===== src/rtl/cam_bus_pkg.sv =====
// Package: shared widths, phase encoding and request record for the CAM bus master.
package cam_bus_pkg;

    localparam int CAM_DW = 8;
    localparam int CAM_AW = 2 * CAM_DW;

    // Bus cycle phases in the order the sequencer walks them.
    typedef enum logic [3:0] {
        PH_IDLE,
        PH_ALO_ON,
        PH_ALO_HOLD,
        PH_AHI_ON,
        PH_AHI_HOLD,
        PH_DATA,
        PH_SELECT,
        PH_STROBE,
        PH_RELEASE
    } cam_phase_e;

    // One requester's transfer description.
    typedef struct packed {
        logic              write;
        logic [CAM_AW-1:0] addr;
        logic [CAM_DW-1:0] wdata;
        logic              target;
    } cam_req_t;

endpackage


===== src/rtl/cam_bus_arbiter.sv =====
// Module: two-port round-robin arbiter.
// Grants when the sequencer accepts. If both ports request, the port not
// granted most recently wins. Assumes requests stay high until served.
module cam_bus_arbiter (
    input  logic       clk,
    input  logic       rst_n,
    input  logic [1:0] req,
    input  logic       accept,
    output logic       grant,
    output logic       grant_idx
);

    logic last_q;

    // Pick the winner of this cycle.
    always_comb begin
        if (req == 2'b11) begin
            grant_idx = ~last_q;
        end else begin
            grant_idx = req[1];
        end
        grant = accept & (|req);
    end

    // Remember the most recent grant; after reset port 0 goes first.
    always_ff @(posedge clk) begin
        if (!rst_n) begin
            last_q <= 1'b1;
        end else if (grant) begin
            last_q <= grant_idx;
        end
    end

endmodule


===== src/rtl/cam_bus_ack_timer.sv =====
// Module: acknowledge wait timer.
// Counts cycles while run is high and flags the last allowed cycle.
// Assumes LIMIT >= 1; the count clears whenever run is low.
module cam_bus_ack_timer #(
    parameter int LIMIT = 125000
) (
    input  logic clk,
    input  logic rst_n,
    input  logic run,
    output logic expired
);

    localparam int TW = (LIMIT > 1) ? $clog2(LIMIT + 1) : 1;
    localparam logic [TW-1:0] LAST = TW'(LIMIT - 1);

    logic [TW-1:0] cnt_q;

    // Count strobe cycles, holding at the final value.
    always_ff @(posedge clk) begin
        if (!rst_n || !run) begin
            cnt_q <= '0;
        end else if (cnt_q != LAST) begin
            cnt_q <= cnt_q + 1'b1;
        end
    end

    // Expiry is seen on the edge that closes the last allowed cycle.
    always_comb begin
        expired = run && (cnt_q == LAST);
    end

endmodule


===== src/rtl/cam_bus_sequencer.sv =====
// Module: bus cycle sequencer.
// Walks the address, data, select and strobe phases of one transfer. Each
// fixed phase lasts PHASE_CYC cycles. The strobe phase ends on acknowledge
// or timer expiry, and acknowledge wins when both occur together.
// Assumes start is only asserted while the phase is idle.
module cam_bus_sequencer
    import cam_bus_pkg::*;
#(
    parameter int PHASE_CYC = 2
) (
    input  logic              clk,
    input  logic              rst_n,
    input  logic              start,
    input  cam_req_t          start_req,
    input  logic              start_owner,
    input  logic              ack_n,
    input  logic [CAM_DW-1:0] bus_din,
    input  logic              expired,
    output cam_phase_e        phase,
    output cam_req_t          req_q,
    output logic              owner_q,
    output logic              timeout_q,
    output logic [CAM_DW-1:0] rdata_q
);

    localparam int PW = (PHASE_CYC > 1) ? $clog2(PHASE_CYC + 1) : 1;
    localparam logic [PW-1:0] PLAST = PW'(PHASE_CYC - 1);

    logic [PW-1:0] pcnt_q;
    logic          phase_last;

    // Successor of a fixed-length phase.
    function automatic cam_phase_e next_fixed(input cam_phase_e ph);
        case (ph)
            PH_ALO_ON:   return PH_ALO_HOLD;
            PH_ALO_HOLD: return PH_AHI_ON;
            PH_AHI_ON:   return PH_AHI_HOLD;
            PH_AHI_HOLD: return PH_DATA;
            PH_DATA:     return PH_SELECT;
            default:     return PH_STROBE;
        endcase
    endfunction

    // Detect the final cycle of a fixed phase.
    always_comb begin
        phase_last = (pcnt_q == PLAST);
    end

    // Phase register, request capture and cycle result capture.
    always_ff @(posedge clk) begin
        if (!rst_n) begin
            phase     <= PH_IDLE;
            pcnt_q    <= '0;
            req_q     <= '0;
            owner_q   <= 1'b0;
            timeout_q <= 1'b0;
            rdata_q   <= '0;
        end else begin
            case (phase)
                PH_IDLE: begin
                    if (start) begin
                        phase   <= PH_ALO_ON;
                        req_q   <= start_req;
                        owner_q <= start_owner;
                        pcnt_q  <= '0;
                    end
                end
                PH_ALO_ON, PH_ALO_HOLD, PH_AHI_ON,
                PH_AHI_HOLD, PH_DATA, PH_SELECT: begin
                    if (phase_last) begin
                        pcnt_q <= '0;
                        phase  <= next_fixed(phase);
                    end else begin
                        pcnt_q <= pcnt_q + 1'b1;
                    end
                end
                PH_STROBE: begin
                    if (!ack_n) begin
                        phase     <= PH_RELEASE;
                        timeout_q <= 1'b0;
                        rdata_q   <= bus_din;
                    end else if (expired) begin
                        phase     <= PH_RELEASE;
                        timeout_q <= 1'b1;
                        rdata_q   <= bus_din;
                    end
                end
                PH_RELEASE: begin
                    phase <= PH_IDLE;
                end
                default: begin
                    phase <= PH_IDLE;
                end
            endcase
        end
    end

endmodule


===== src/rtl/cam_bus_pin_drive.sv =====
// Module: bus pin decoder.
// Turns the current phase and captured request into data, latch, select,
// strobe and completion outputs. Purely combinational; outputs follow the
// registered phase, so they carry no glitch-prone input paths.
module cam_bus_pin_drive
    import cam_bus_pkg::*;
(
    input  cam_phase_e        phase,
    input  cam_req_t          req_q,
    input  logic              owner_q,
    input  logic              timeout_q,
    output logic [CAM_DW-1:0] bus_dout,
    output logic              bus_oe,
    output logic              alo_stb,
    output logic              ahi_stb,
    output logic [1:0]        cs_n,
    output logic              rd_n,
    output logic              wr_n,
    output logic [1:0]        cp_done,
    output logic              cp_timeout
);

    logic data_stage;
    logic select_stage;

    // Group phases that share data-line and select behaviour.
    always_comb begin
        data_stage   = (phase == PH_DATA) || (phase == PH_SELECT) || (phase == PH_STROBE);
        select_stage = (phase == PH_SELECT) || (phase == PH_STROBE);
    end

    // Decode every bus and completion pin from the phase.
    always_comb begin
        bus_dout   = '0;
        bus_oe     = 1'b0;
        alo_stb    = 1'b0;
        ahi_stb    = 1'b0;
        cs_n       = 2'b11;
        rd_n       = 1'b1;
        wr_n       = 1'b1;
        cp_done    = 2'b00;
        cp_timeout = 1'b0;

        case (phase)
            PH_ALO_ON: begin
                bus_dout = req_q.addr[CAM_DW-1:0];
                bus_oe   = 1'b1;
                alo_stb  = 1'b1;
            end
            PH_ALO_HOLD: begin
                bus_dout = req_q.addr[CAM_DW-1:0];
                bus_oe   = 1'b1;
            end
            PH_AHI_ON: begin
                bus_dout = req_q.addr[CAM_AW-1:CAM_DW];
                bus_oe   = 1'b1;
                ahi_stb  = 1'b1;
            end
            PH_AHI_HOLD: begin
                bus_dout = req_q.addr[CAM_AW-1:CAM_DW];
                bus_oe   = 1'b1;
            end
            PH_RELEASE: begin
                cp_done[owner_q] = 1'b1;
                cp_timeout       = timeout_q;
            end
            default: begin
            end
        endcase

        if (data_stage && req_q.write) begin
            bus_dout = req_q.wdata;
            bus_oe   = 1'b1;
        end
        if (select_stage) begin
            cs_n[req_q.target] = 1'b0;
        end
        if (phase == PH_STROBE) begin
            rd_n = req_q.write;
            wr_n = ~req_q.write;
        end
    end

endmodule


===== src/rtl/cam_bus_master.sv =====
// Module: two-requester CAM bus master (top).
// Arbitrates two requesters onto one multiplexed-address 8-bit bus, runs a
// single-byte cycle and returns read data with a timeout flag. Assumes each
// requester holds valid and fields stable until its done pulse.
module cam_bus_master
    import cam_bus_pkg::*;
#(
    parameter int CLK_HZ     = 125_000_000,
    parameter int TIMEOUT_US = 1000,
    parameter int PHASE_CYC  = 2
) (
    input  logic                  clk,
    input  logic                  rst_n,
    input  logic [1:0]            rq_valid,
    input  logic [1:0]            rq_write,
    input  logic [2*CAM_AW-1:0]   rq_addr,
    input  logic [2*CAM_DW-1:0]   rq_wdata,
    input  logic [1:0]            rq_target,
    output logic [1:0]            cp_done,
    output logic [CAM_DW-1:0]     cp_rdata,
    output logic                  cp_timeout,
    output logic [CAM_DW-1:0]     bus_dout,
    output logic                  bus_oe,
    input  logic [CAM_DW-1:0]     bus_din,
    output logic                  alo_stb,
    output logic                  ahi_stb,
    output logic [1:0]            cs_n,
    output logic                  rd_n,
    output logic                  wr_n,
    input  logic                  ack_n
);

    localparam int TIMEOUT_CYC = (CLK_HZ / 1_000_000) * TIMEOUT_US;

    cam_req_t   port_req [2];
    cam_req_t   sel_req;
    cam_req_t   req_q;
    cam_phase_e phase;
    logic       grant;
    logic       grant_idx;
    logic       owner_q;
    logic       timeout_q;
    logic       expired;

    // Pack each requester's fields into a request record.
    for (genvar i = 0; i < 2; i++) begin : g_port
        assign port_req[i] = '{
            write:  rq_write[i],
            addr:   rq_addr[i*CAM_AW +: CAM_AW],
            wdata:  rq_wdata[i*CAM_DW +: CAM_DW],
            target: rq_target[i]
        };
    end

    // Route the winning requester's record to the sequencer.
    always_comb begin
        sel_req = port_req[grant_idx];
    end

    cam_bus_arbiter u_arb (
        .clk       (clk),
        .rst_n     (rst_n),
        .req       (rq_valid),
        .accept    (phase == PH_IDLE),
        .grant     (grant),
        .grant_idx (grant_idx)
    );

    cam_bus_ack_timer #(
        .LIMIT (TIMEOUT_CYC)
    ) u_timer (
        .clk     (clk),
        .rst_n   (rst_n),
        .run     (phase == PH_STROBE),
        .expired (expired)
    );

    cam_bus_sequencer #(
        .PHASE_CYC (PHASE_CYC)
    ) u_seq (
        .clk         (clk),
        .rst_n       (rst_n),
        .start       (grant),
        .start_req   (sel_req),
        .start_owner (grant_idx),
        .ack_n       (ack_n),
        .bus_din     (bus_din),
        .expired     (expired),
        .phase       (phase),
        .req_q       (req_q),
        .owner_q     (owner_q),
        .timeout_q   (timeout_q),
        .rdata_q     (cp_rdata)
    );

    cam_bus_pin_drive u_pins (
        .phase      (phase),
        .req_q      (req_q),
        .owner_q    (owner_q),
        .timeout_q  (timeout_q),
        .bus_dout   (bus_dout),
        .bus_oe     (bus_oe),
        .alo_stb    (alo_stb),
        .ahi_stb    (ahi_stb),
        .cs_n       (cs_n),
        .rd_n       (rd_n),
        .wr_n       (wr_n),
        .cp_done    (cp_done),
        .cp_timeout (cp_timeout)
    );

endmodule


===== config.mk =====
export PLATFORM = sky130hd
export DESIGN_NAME = cam_bus_master
export DESIGN_NICKNAME = d
export VERILOG_FILES = /design/src/rtl/cam_bus_pkg.sv /design/src/rtl/cam_bus_arbiter.sv /design/src/rtl/cam_bus_ack_timer.sv /design/src/rtl/cam_bus_sequencer.sv /design/src/rtl/cam_bus_pin_drive.sv /design/src/rtl/cam_bus_master.sv
export SDC_FILE = /design/constraint.sdc
export NUM_CORES = 1
export LEC_CHECK = 0
export BUFFER_PORTS_ARGS = -buffer_cell sky130_fd_sc_hd__buf_2
export CAP_MARGIN = 20
export CORE_MARGIN = 5
export CORE_UTILIZATION = 55
export CTS_CLUSTER_DIAMETER = 40
export DETAILED_ROUTE_END_ITERATION = 16
export PLACE_DENSITY = 0.95
export SYNTH_ARGS = -nofsm -noshare
export SYNTH_HDL_FRONTEND = slang
export SYNTH_SLANG_ARGS = --single-unit

===== constraint.sdc =====
create_clock -name clk -period 4.7 [get_ports clk]
set_clock_uncertainty 0.05 [all_clocks]
set_input_delay 0.47 -clock clk [delete_from_list [all_inputs] [get_ports clk]]
set_output_delay 0.47 -clock clk [all_outputs]
set_load 0.02 [all_outputs]

==> results by stage, run 1 <==
Outcome:
- The flow ran to the end, and the final reports show no timing, DRC or antenna violations.

CTS:
- Once the clock tree was built, the resizer swapped 0 gates to a different size.
- The post-CTS setup-driven buffer insertion count is 0.
- TritonCTS built the clock tree.
- After clock tree synthesis, the clock-pin slew on the worst setup and hold paths is 0.06 ns.
- The H-tree generated during clock tree synthesis spans 3 levels.
- Buffers inserted to repair hold after CTS numbered 0.
- Clock tree synthesis inserted a total of 9 buffers.
- The worst-case clock buffer depth is 2.
- The clock insertion delay at the later pin of the skew report is 0.34 ns.
- CTS placed an instance of clkbuf_8 at the clock tree root.
- Counting every sink on the clock net gives 60.

STA:
- Setup repair after global routing left no endpoint under its margin.
- The relative slew slack is 29.3%.
- At the pin with the least slew margin, the transition time is 1.06 ns.
- After layout, the worst setup slack is 2.02 ns.
- Setup violations remaining at the end of the flow were counted as 0.
- Counting I/O delays and the setup requirement, the final critical path takes 2.68 ns.
- The fraction of the cycle the final worst path needs is 57.1%.
- Adding up every negative setup slack in the final design gives 0 ns.
- The max-slew violation count is 0.
- The maximum clock frequency is 0.373 GHz.
- The total count of hold-check failures in the final report is 0.

Worst setup path:
- The worst setup path is captured at an output port.
- In this design, the stage delay of the slowest critical-path cell is 0.60 ns.
- The flop-to-flop setup slack is 2.21 ns.
- The critical-path maximum fanout is 12.
- The number of cells on the worst reg-to-reg path is 5.
- For the worst setup path, the data required time is 4.18 ns.
- The slowest stage of the critical path belongs to the cell dfxtp_1.
- The critical register-to-register path startpoint is u_seq.phase[3].
- In this run the worst setup path begins at u_seq.phase[1].
- The worst setup path is launched from a flop.
- The cell family contributing the most delay on the critical path is flip-flops.
- Together, buffers and inverters on the worst path number 1.
- The depth of the critical timing path with buffers and inverters included is 5.
- Data on the critical path arrives at its endpoint at 2.16 ns.
- By startpoint and endpoint, the worst setup path is classified as reg -> out.
- The endpoint of the worst setup timing path is bus_dout[2].
- The endpoint of the worst register-to-register path is u_seq.req_q[23].
- The signal on the critical path passes through xnor2_1 > nor3_2 > a22o_1 > a21o_1 > buf_2.

Detailed routing:
- Dividing the detail-routed via count by the number of cells gives 5.60.
- The overall routed net length is 7390 um.
- The antenna violation net count after detailed routing is 0.
- The first routing iteration left ~220 violations.
- The detailed router placed 2688 vias in this run.
- The first detailed-routing pass took 5 iterations.
- The average routed wire per standard cell is 15.4 um.
- After detailed routing, the number of remaining DRC violations is 0.

Global routing:
- The first-pass GRT wire length is around 12000 um.
- The via count of the first global-routing pass is 2674.
- The number of antenna violations at the first check in global routing is 0.
- The combined global-route utilization of all metal layers is between 20% and 30%.
- After global routing the overflow that remains totals 0.
- The largest net degree at the start of global routing is 53.

Placement:
- The weighted congestion reported at the end of routability-driven placement is 0.841.
- Timing analysis after detailed placement gives a worst setup slack of 2.30 ns.
- During placement, the flow inserted port buffers numbering 90.
- The number of instances in the placed design is ~460.
- After detailed placement, the total cell area comes to 3470 um2.
- The half-perimeter wire length of the detailed placement result is 5260 um.

Die:
- The initial cell density of the core is between 50 and 60%.
- The floorplan row count is 27.
- The die width is 84.4 um.
- The count of pins on the block boundary is 91.
- The total core area is between 5000 and 6000 um2.
- The floorplan step defined a die boundary enclosing a little over 7000 um2.
- The floorplan step set the die height to 84.4 um.

Cells and area:
- The count of placed standard cells in the final layout, fillers left out is 480.
- In the final layout, flip-flops and latches occupy ~1200 um2.
- Summing all multi-input logic gate instances after layout gives 1710 um2.
- The final layout contains 469 nets.
- The area growth from synthesis to layout is 21.8%.
- Cells with a size suffix above 1 make up 35.3% of the layout.
- The repair_antennas step left the layout with diodes totalling 0.
- The final standard cell area without fillers is 3710 um2.
- The filler cells instantiated in the layout total 406.

Logic synthesis:
- After synthesis, the share of flip-flops with an asynchronous set or reset is 0%.
- The number of synthesized register bits is 60.
- The synthesized netlist occupies a cell area of 3040 um2.
- A synthesized cell averages 9.45 um2.
- The portion of the post-synthesis area used by sequential elements is 39.5%.
- Yosys mapped a number of flops with a built-in enable equal to 0.
- The commonest register cell after synthesis is dfxtp_1.
- The number of nets handed over by synthesis was 388.
- The cell count after synthesis came out at 322.
- Synthesis instantiated 44 different standard cells from the library.
- During synthesis, Yosys emitted a total of 0 warnings.

Job:
- Across the run, the number of max-cap violations was 0.

Hold path:
- The tightest min-delay check is of the in -> reg type.

Power:
- The peak supply drop is 0.000277 V.
- The power density relative to cell area is 528 nW/um2.
- The design draws about 2.0 mW.
- In this run the static leakage power is roughly 1.6 nW.
state kept, by name, summed over array words and instances (netlist names):
| name | count |
|---|---|
| u_seq.timeout_q | 1 |
| u_seq.owner_q | 1 |
| u_timer.cnt_q | 17 |
| u_seq.phase | 4 |
| u_seq.rdata_q | 8 |
| u_arb.last_q | 1 |
| u_seq.req_q | 26 |
| u_seq.pcnt_q | 2 |
cell usage after synthesis (all sizes together), types with 2 or more instances:
library cell | number | area (um2)
o21ai | 10 | 50.1
and3 | 8 | 50.1
or3 | 4 | 25.0
clkbuf | 9 | 33.8
inv | 2 | 7.51
mux2i | 28 | 280
nand2b | 3 | 18.8
xnor2 | 4 | 35.0
nand2 | 19 | 71.3
nor2 | 51 | 191
dfxtp | 60 | 1200
nand4 | 5 | 37.5
nand3 | 16 | 80.1
xor2 | 13 | 114
a21o | 8 | 60.1
buf | 14 | 108
and4 | 4 | 35.0
a22o | 9 | 78.8
a21oi | 7 | 46.3
nor4b | 3 | 38.8
nor3 | 6 | 51.3
a211oi | 26 | 315
tightest hold or removal path, delay by kind of cell:
kind	cells	cell delay, ns
buffers and inverters	1	0.07
AO/OA/AOI/OAI	1	0.06
AND/OR/NAND/NOR	1	0.05
power by group:
group | switching, mW | internal, mW | leakage (nW) | total [mW]
logic | 0.450 | 0.295 | 1.02 | 0.745
clock network | 0.196 | 0.310 | 0.113 | 0.506
registers | 0.0894 | 0.616 | 0.491 | 0.705
total | 0.736 | 1.22 | 1.62 | 1.96
cell type report:
type                       count  area share (%)
tap                           72            2.43
inverter                       2           0.202
clock buffer                  11            3.81
multi-input combinational    237            46.0
clock inverter                 5            2.02
sequential                    60            32.4
timing repair buffer          93            13.1
cells by family after synthesis:
logic type | synth area share, %
AND/OR/NAND/NOR | 21.4
AO/OA/AOI/OAI | 19.7
flip-flops | 39.5
multiplexers | 9.21
buffers and inverters | 4.89
XOR/XNOR | 4.89
adder cells (fa/ha/maj) | 0.411
per-stage QoR:
stage	util (%)	hold WS [ns]
floorplan	-	0.369
global placement	63.8	0.376
detailed placement	63.8	0.393
CTS	67.8	0.289
global route	68.2	0.318
finish	68.2	0.292
cell usage in the layout (no fill, tap or decap), drive strengths merged, types with 2 or more instances in the layout:
cell / synthesis / layout
a22o: 9 / 9
nand2b: 3 / 3
and4: 4 / 4
buf: 14 / 93
xnor2: 4 / 4
or3: 4 / 4
mux2i: 28 / 28
nor4b: 3 / 3
nand2: 19 / 19
a21o: 8 / 8
xor2: 13 / 13
a21oi: 7 / 7
clkbuf: 9 / 11
dfxtp: 60 / 60
and3: 8 / 8
nor3: 6 / 6
a211oi: 26 / 26
nor2: 51 / 51
inv: 2 / 2
nand4: 5 / 5
nand3: 16 / 16
o21ai: 10 / 10
clkinv: 0 / 3
bufinv: 0 / 2
worst min-delay path by stage:
stage	cells past startpoint	end	from	slack [ns]
finish	3	u_seq.rdata_q[1]	bus_din[1]	0.29
global placement	2	u_seq.pcnt_q[1]	u_seq.pcnt_q[1]	0.38
CTS	3	u_seq.rdata_q[1]	bus_din[1]	0.29
floorplan	2	u_seq.pcnt_q[1]	u_seq.pcnt_q[1]	0.37
detailed placement	2	u_seq.pcnt_q[1]	u_seq.pcnt_q[1]	0.39
global route	3	u_seq.rdata_q[7]	bus_din[7]	0.32
metal layers:
metal,vias to the layer above,share of wire [%],track usage (%)
li1,1318,-,-
met4,0,3.2,9.21
met1,1240,41,24.2
met5,-,0,0
met2,107,47,35.1
met3,23,8.3,7.36
No activity file was read; power rests on OpenSTA's default activity.
==> inputs of run 2 (changes only) <==
--- a/config.mk
+++ b/config.mk
@@ -8,10 +8,10 @@
 export BUFFER_PORTS_ARGS = -buffer_cell sky130_fd_sc_hd__buf_2
 export CAP_MARGIN = 20
 export CORE_MARGIN = 5
-export CORE_UTILIZATION = 55
+export CORE_UTILIZATION = 47
 export CTS_CLUSTER_DIAMETER = 40
 export DETAILED_ROUTE_END_ITERATION = 16
-export PLACE_DENSITY = 0.95
+export PLACE_DENSITY = 0.88
 export SYNTH_ARGS = -nofsm -noshare
 export SYNTH_HDL_FRONTEND = slang
 export SYNTH_SLANG_ARGS = --single-unit
==> constraint.sdc (replaced) <==
create_clock -name clk -period 2.28 [get_ports clk]
set_clock_uncertainty 0.05 [all_clocks]
set_input_delay 0.228 -clock clk [delete_from_list [all_inputs] [get_ports clk]]
set_output_delay 0.228 -clock clk [all_outputs]
set_load 0.02 [all_outputs]
==> run 2 against run 1 <==
Final area up 0.54%. Worst setup slack worse by 1.9 ns. Total power up 100%. Critical endpoint is now bus_dout[5]. Sequential share of layout area down 0.073 points. Wire length down 2.5%. Clock power up 89%. Combinational power up 110%. Utilization down 9.1 points. Largest power group unchanged.
==> results by stage, run 2 (same netlist as run 1, synthesis figures left out) <==
STA:
- The fraction of the cycle the final worst path needs is 96.3%.
- The total count of hold-check failures in the final report is 0 (unchanged).
- The total setup violations reported at the end of the flow is 0 (unchanged).
- The relative slew slack is 62.0% (+33 points).
- Setup repair after global routing left no endpoint under its margin.
- The final total negative setup slack is 0 ns (unchanged).
- The maximum clock frequency is 0.455 GHz.
- The worst path needs 2.20 ns of the cycle, external delays included.
- The max-slew violation count is 0 (unchanged).
- The actual transition at the worst max-transition pin is 0.569 ns (-0.492 ns).

CTS:
- The worst-case clock buffer depth is 2 (unchanged).
- Clock tree synthesis selected as its root buffer the cell clkbuf_8.
- The clock insertion delay at the later pin of the skew report came to 0.34 ns (about the same).
- The CTS sink count came to 60 (unchanged).
- The clock tree from TritonCTS is done.
- The clock transition at the registers of the reported paths is 0.07 ns (about the same).
- The post-CTS setup-driven buffer insertion count was 0 (unchanged).
- The clock buffer count from CTS is 9 (unchanged).
- The number of buffers inserted by hold repair at cts came to 0 (unchanged).
- The maximum level of the CTS H-tree came to 3 (unchanged).

Detailed routing:
- The overall routed net length is 7210 um (-2.5%).
- The antenna violation net count after detailed routing is 0 (unchanged).
- The number of DRC markers in iteration 0 is 135 (-37%).
- The average routed wire per standard cell is 14.8 um (-3.9%).
- The vias after detailed routing is 2660 (-1.0%).
- The number of vias per cell after detailed routing came to 5.46 (-2.5%).
- The number of optimization iterations in the first detailed-route pass is 4 (-1).
- The number of remaining DRC errors is 0 (unchanged).

Placement:
- The number of instances in the placed design is 471 (+1.7%).
- The placed standard-cell area is 3510 um2 (+1.2%).
- The weighted congestion reported at the end of routability-driven placement is 0.796 (-5.4%).
- The total of buffers placed on input and output ports was 90 (unchanged).
- The half-perimeter wire length of the detailed placement result is 5240 um (-0.22%).

Cells and area:
- The count of inserted antenna diode cells is 0 (unchanged).
- The area of combinational cells with multiple inputs is 1720 um2 (+0.51%).
- The number of fill cells is 534 (+32%).
- The flip-flop count of the largest register after layout came to 26 (unchanged).
- The total area of sequential cells is 1200 um2 (+0.31%).
- The final standard cell area without fillers is 3730 um2 (+0.54%).
- The fraction of layout instances using a drive strength above 1 is 36.6% (+1.3 points).
- The count of placed standard cells in the final layout, fillers left out is 487 (+1.5%).
- The library cell used most frequently in the layout, excluding fill and tap cells, is buf_2.
- The number of nets in the layout is 471 (+0.43%).
- Leaving out fill and tap cells, the most frequent cells in the layout are buf_2, dfxtp_1, nor2_1.
- In the final layout, the registers with the most flip-flops are u_seq.req_q (26), u_timer.cnt_q (17), u_seq.rdata_q (8).
- The area growth from synthesis to layout is 22.4%.
- u_seq.req_q holds more flip-flops than any other register.

Worst setup path:
- The endpoint required time on the critical path is 2.00 ns (-2.18 ns).
- The worst setup path startpoint is u_seq.phase[0].
- The critical-path maximum fanout is 9 (-3).
- The critical path goes through nor2_1 > nor4bb_1 > buf_4 > a22o_1 > a21o_1 > buf_2.
- The slowest stage of the critical path belongs to the cell dfxtp_1.
- The critical path's largest stage delay is 0.51 ns (-0.09 ns).
- The worst setup path is of the reg -> out kind.
- The logic depth of the worst register-to-register path was 6 (+1).
- The critical register-to-register path startpoint is u_timer.cnt_q[0].
- The data arrival time at the worst-slack endpoint is 1.92 ns (-0.24 ns).
- The worst setup path is launched from a flop.
- The endpoint class of the critical path is an output port.

Die:
- The total core area came to 6310 um2 (+16%).
- The count of pins on the block boundary is 91 (unchanged).
- The die outline height is 90.5 um (+7.2%).
- The die footprint came to 8190 um2 (+15%).
- The die width was 90.5 um (+7.2%).
- The initial cell density of the core came to 48.2% (-7.8 points).
- The floorplan row count came to 29 (+7.4%).

Global routing:
- The overall overflow remaining after global route is 0 (unchanged).
- The via count of the first global-routing pass is 2695 (+0.79%).
- The number of antenna violations at the first check in global routing was 0 (unchanged).
- The largest net degree at the start of global routing is 53 (unchanged).
- The combined global-route utilization of all metal layers was 17.9% (-3.0 points).
- The first-pass GRT wire length is 12200 um (+0.40%).

Outcome:
- The run finished with clean final reports.

Power:
- The net switching power is 1.52 mW (+110%).
- The portion of total power attributed to sequential cells is 36.7% (+0.7 points).
- The cell-internal power was 2.48 mW (+100%).
- The power density relative to cell area is 1070 nW/um2 (+100%).
- The proportion of power drawn by the clock network is 23.9% (-2.0 points).
- The switching power share of the total is 38.0% (+0.44 points).
- The leakage power is 1.62 nW (-0.11%).
- The peak supply drop came to 0.000861 V (+210%).
- The share of power burned in combinational logic was 39.3% (+1.2 points).

Hold path:
- The beginning of the worst hold path is bus_din[7].
- The type of the worst min-delay path is in -> reg.
- The number of cells traversed by the worst hold path is 3 (unchanged).

Job:
- The number of violations of the max-capacitance limit is 0 (unchanged).
## run 2: changes by cell type in the layout (fill, tap and decap cells not counted), sizes merged
cell      change
clkinvlp      +1
clkbuf        +1
buf           +2
bufinv        -1
clkinv        -1
## run 2: area by class of cell
cell class	instances	area share, %
clock buffers	12	4.16
clock inverters	4	1.28
inverters	2	0.201
multi-input cells	237	46.0
flip-flops and latches	60	32.3
well taps	77	2.58
repair buffers	95	13.4
## run 2: path summary, 6_finish.rpt
kind | end | slack (ns)
hold / removal | u_seq.rdata_q[7] | 0.06
hold reg to reg | u_seq.rdata_q[6] | 0.40
setup / recovery | bus_dout[5] | 0.08
setup reg to reg | u_seq.rdata_q[0] | 0.36
## run 2: repair_timing
action / in CTS / in global routing
resized for setup: 4 / 1
endpoints found under the setup margin: 9 / 5
hold endpoints to repair: 0 / 0
## run 2: worst max-delay path, delay by kind of cell (launching register included)
kind / cells / cell delay, ns
buf+inv: 2 / 0.38
simple gates: 2 / 0.42
flops: 1 / 0.51
compound gates: 2 / 0.26
## run 2: stage by stage
stage	setup WS (ns)	util, %	power, mW	hold WS, ns
floorplan	0.566	-	2.74	0.270
global placement	0.381	55.6	2.96	0.377
detailed placement	0.245	55.6	3.03	0.392
CTS	0.0712	59.0	4.04	0.0423
global route	0.00374	59.0	4.25	0.0731
finish	0.0835	59.0	4.00	0.0591
## run 2: per-layer routing
layer / track usage (%) / routed length [um] / share of wire, %
met1: 19.7 / 2880 / 40
met2: 30.9 / 3530 / 49
met3: 6.33 / 655 / 9.1
met4: 7.69 / 142 / 2.0
met5: 0 / 0 / 0
## run 2: power by group through the flow
stage	clock [mW]	combinational, mW	sequential (mW)
after floorplan	0	1.36	1.38
after global placement	0	1.49	1.47
after detailed placement	0	1.55	1.48
after CTS	0.983	1.59	1.47
after global routing	1.03	1.72	1.50
final	0.957	1.57	1.47
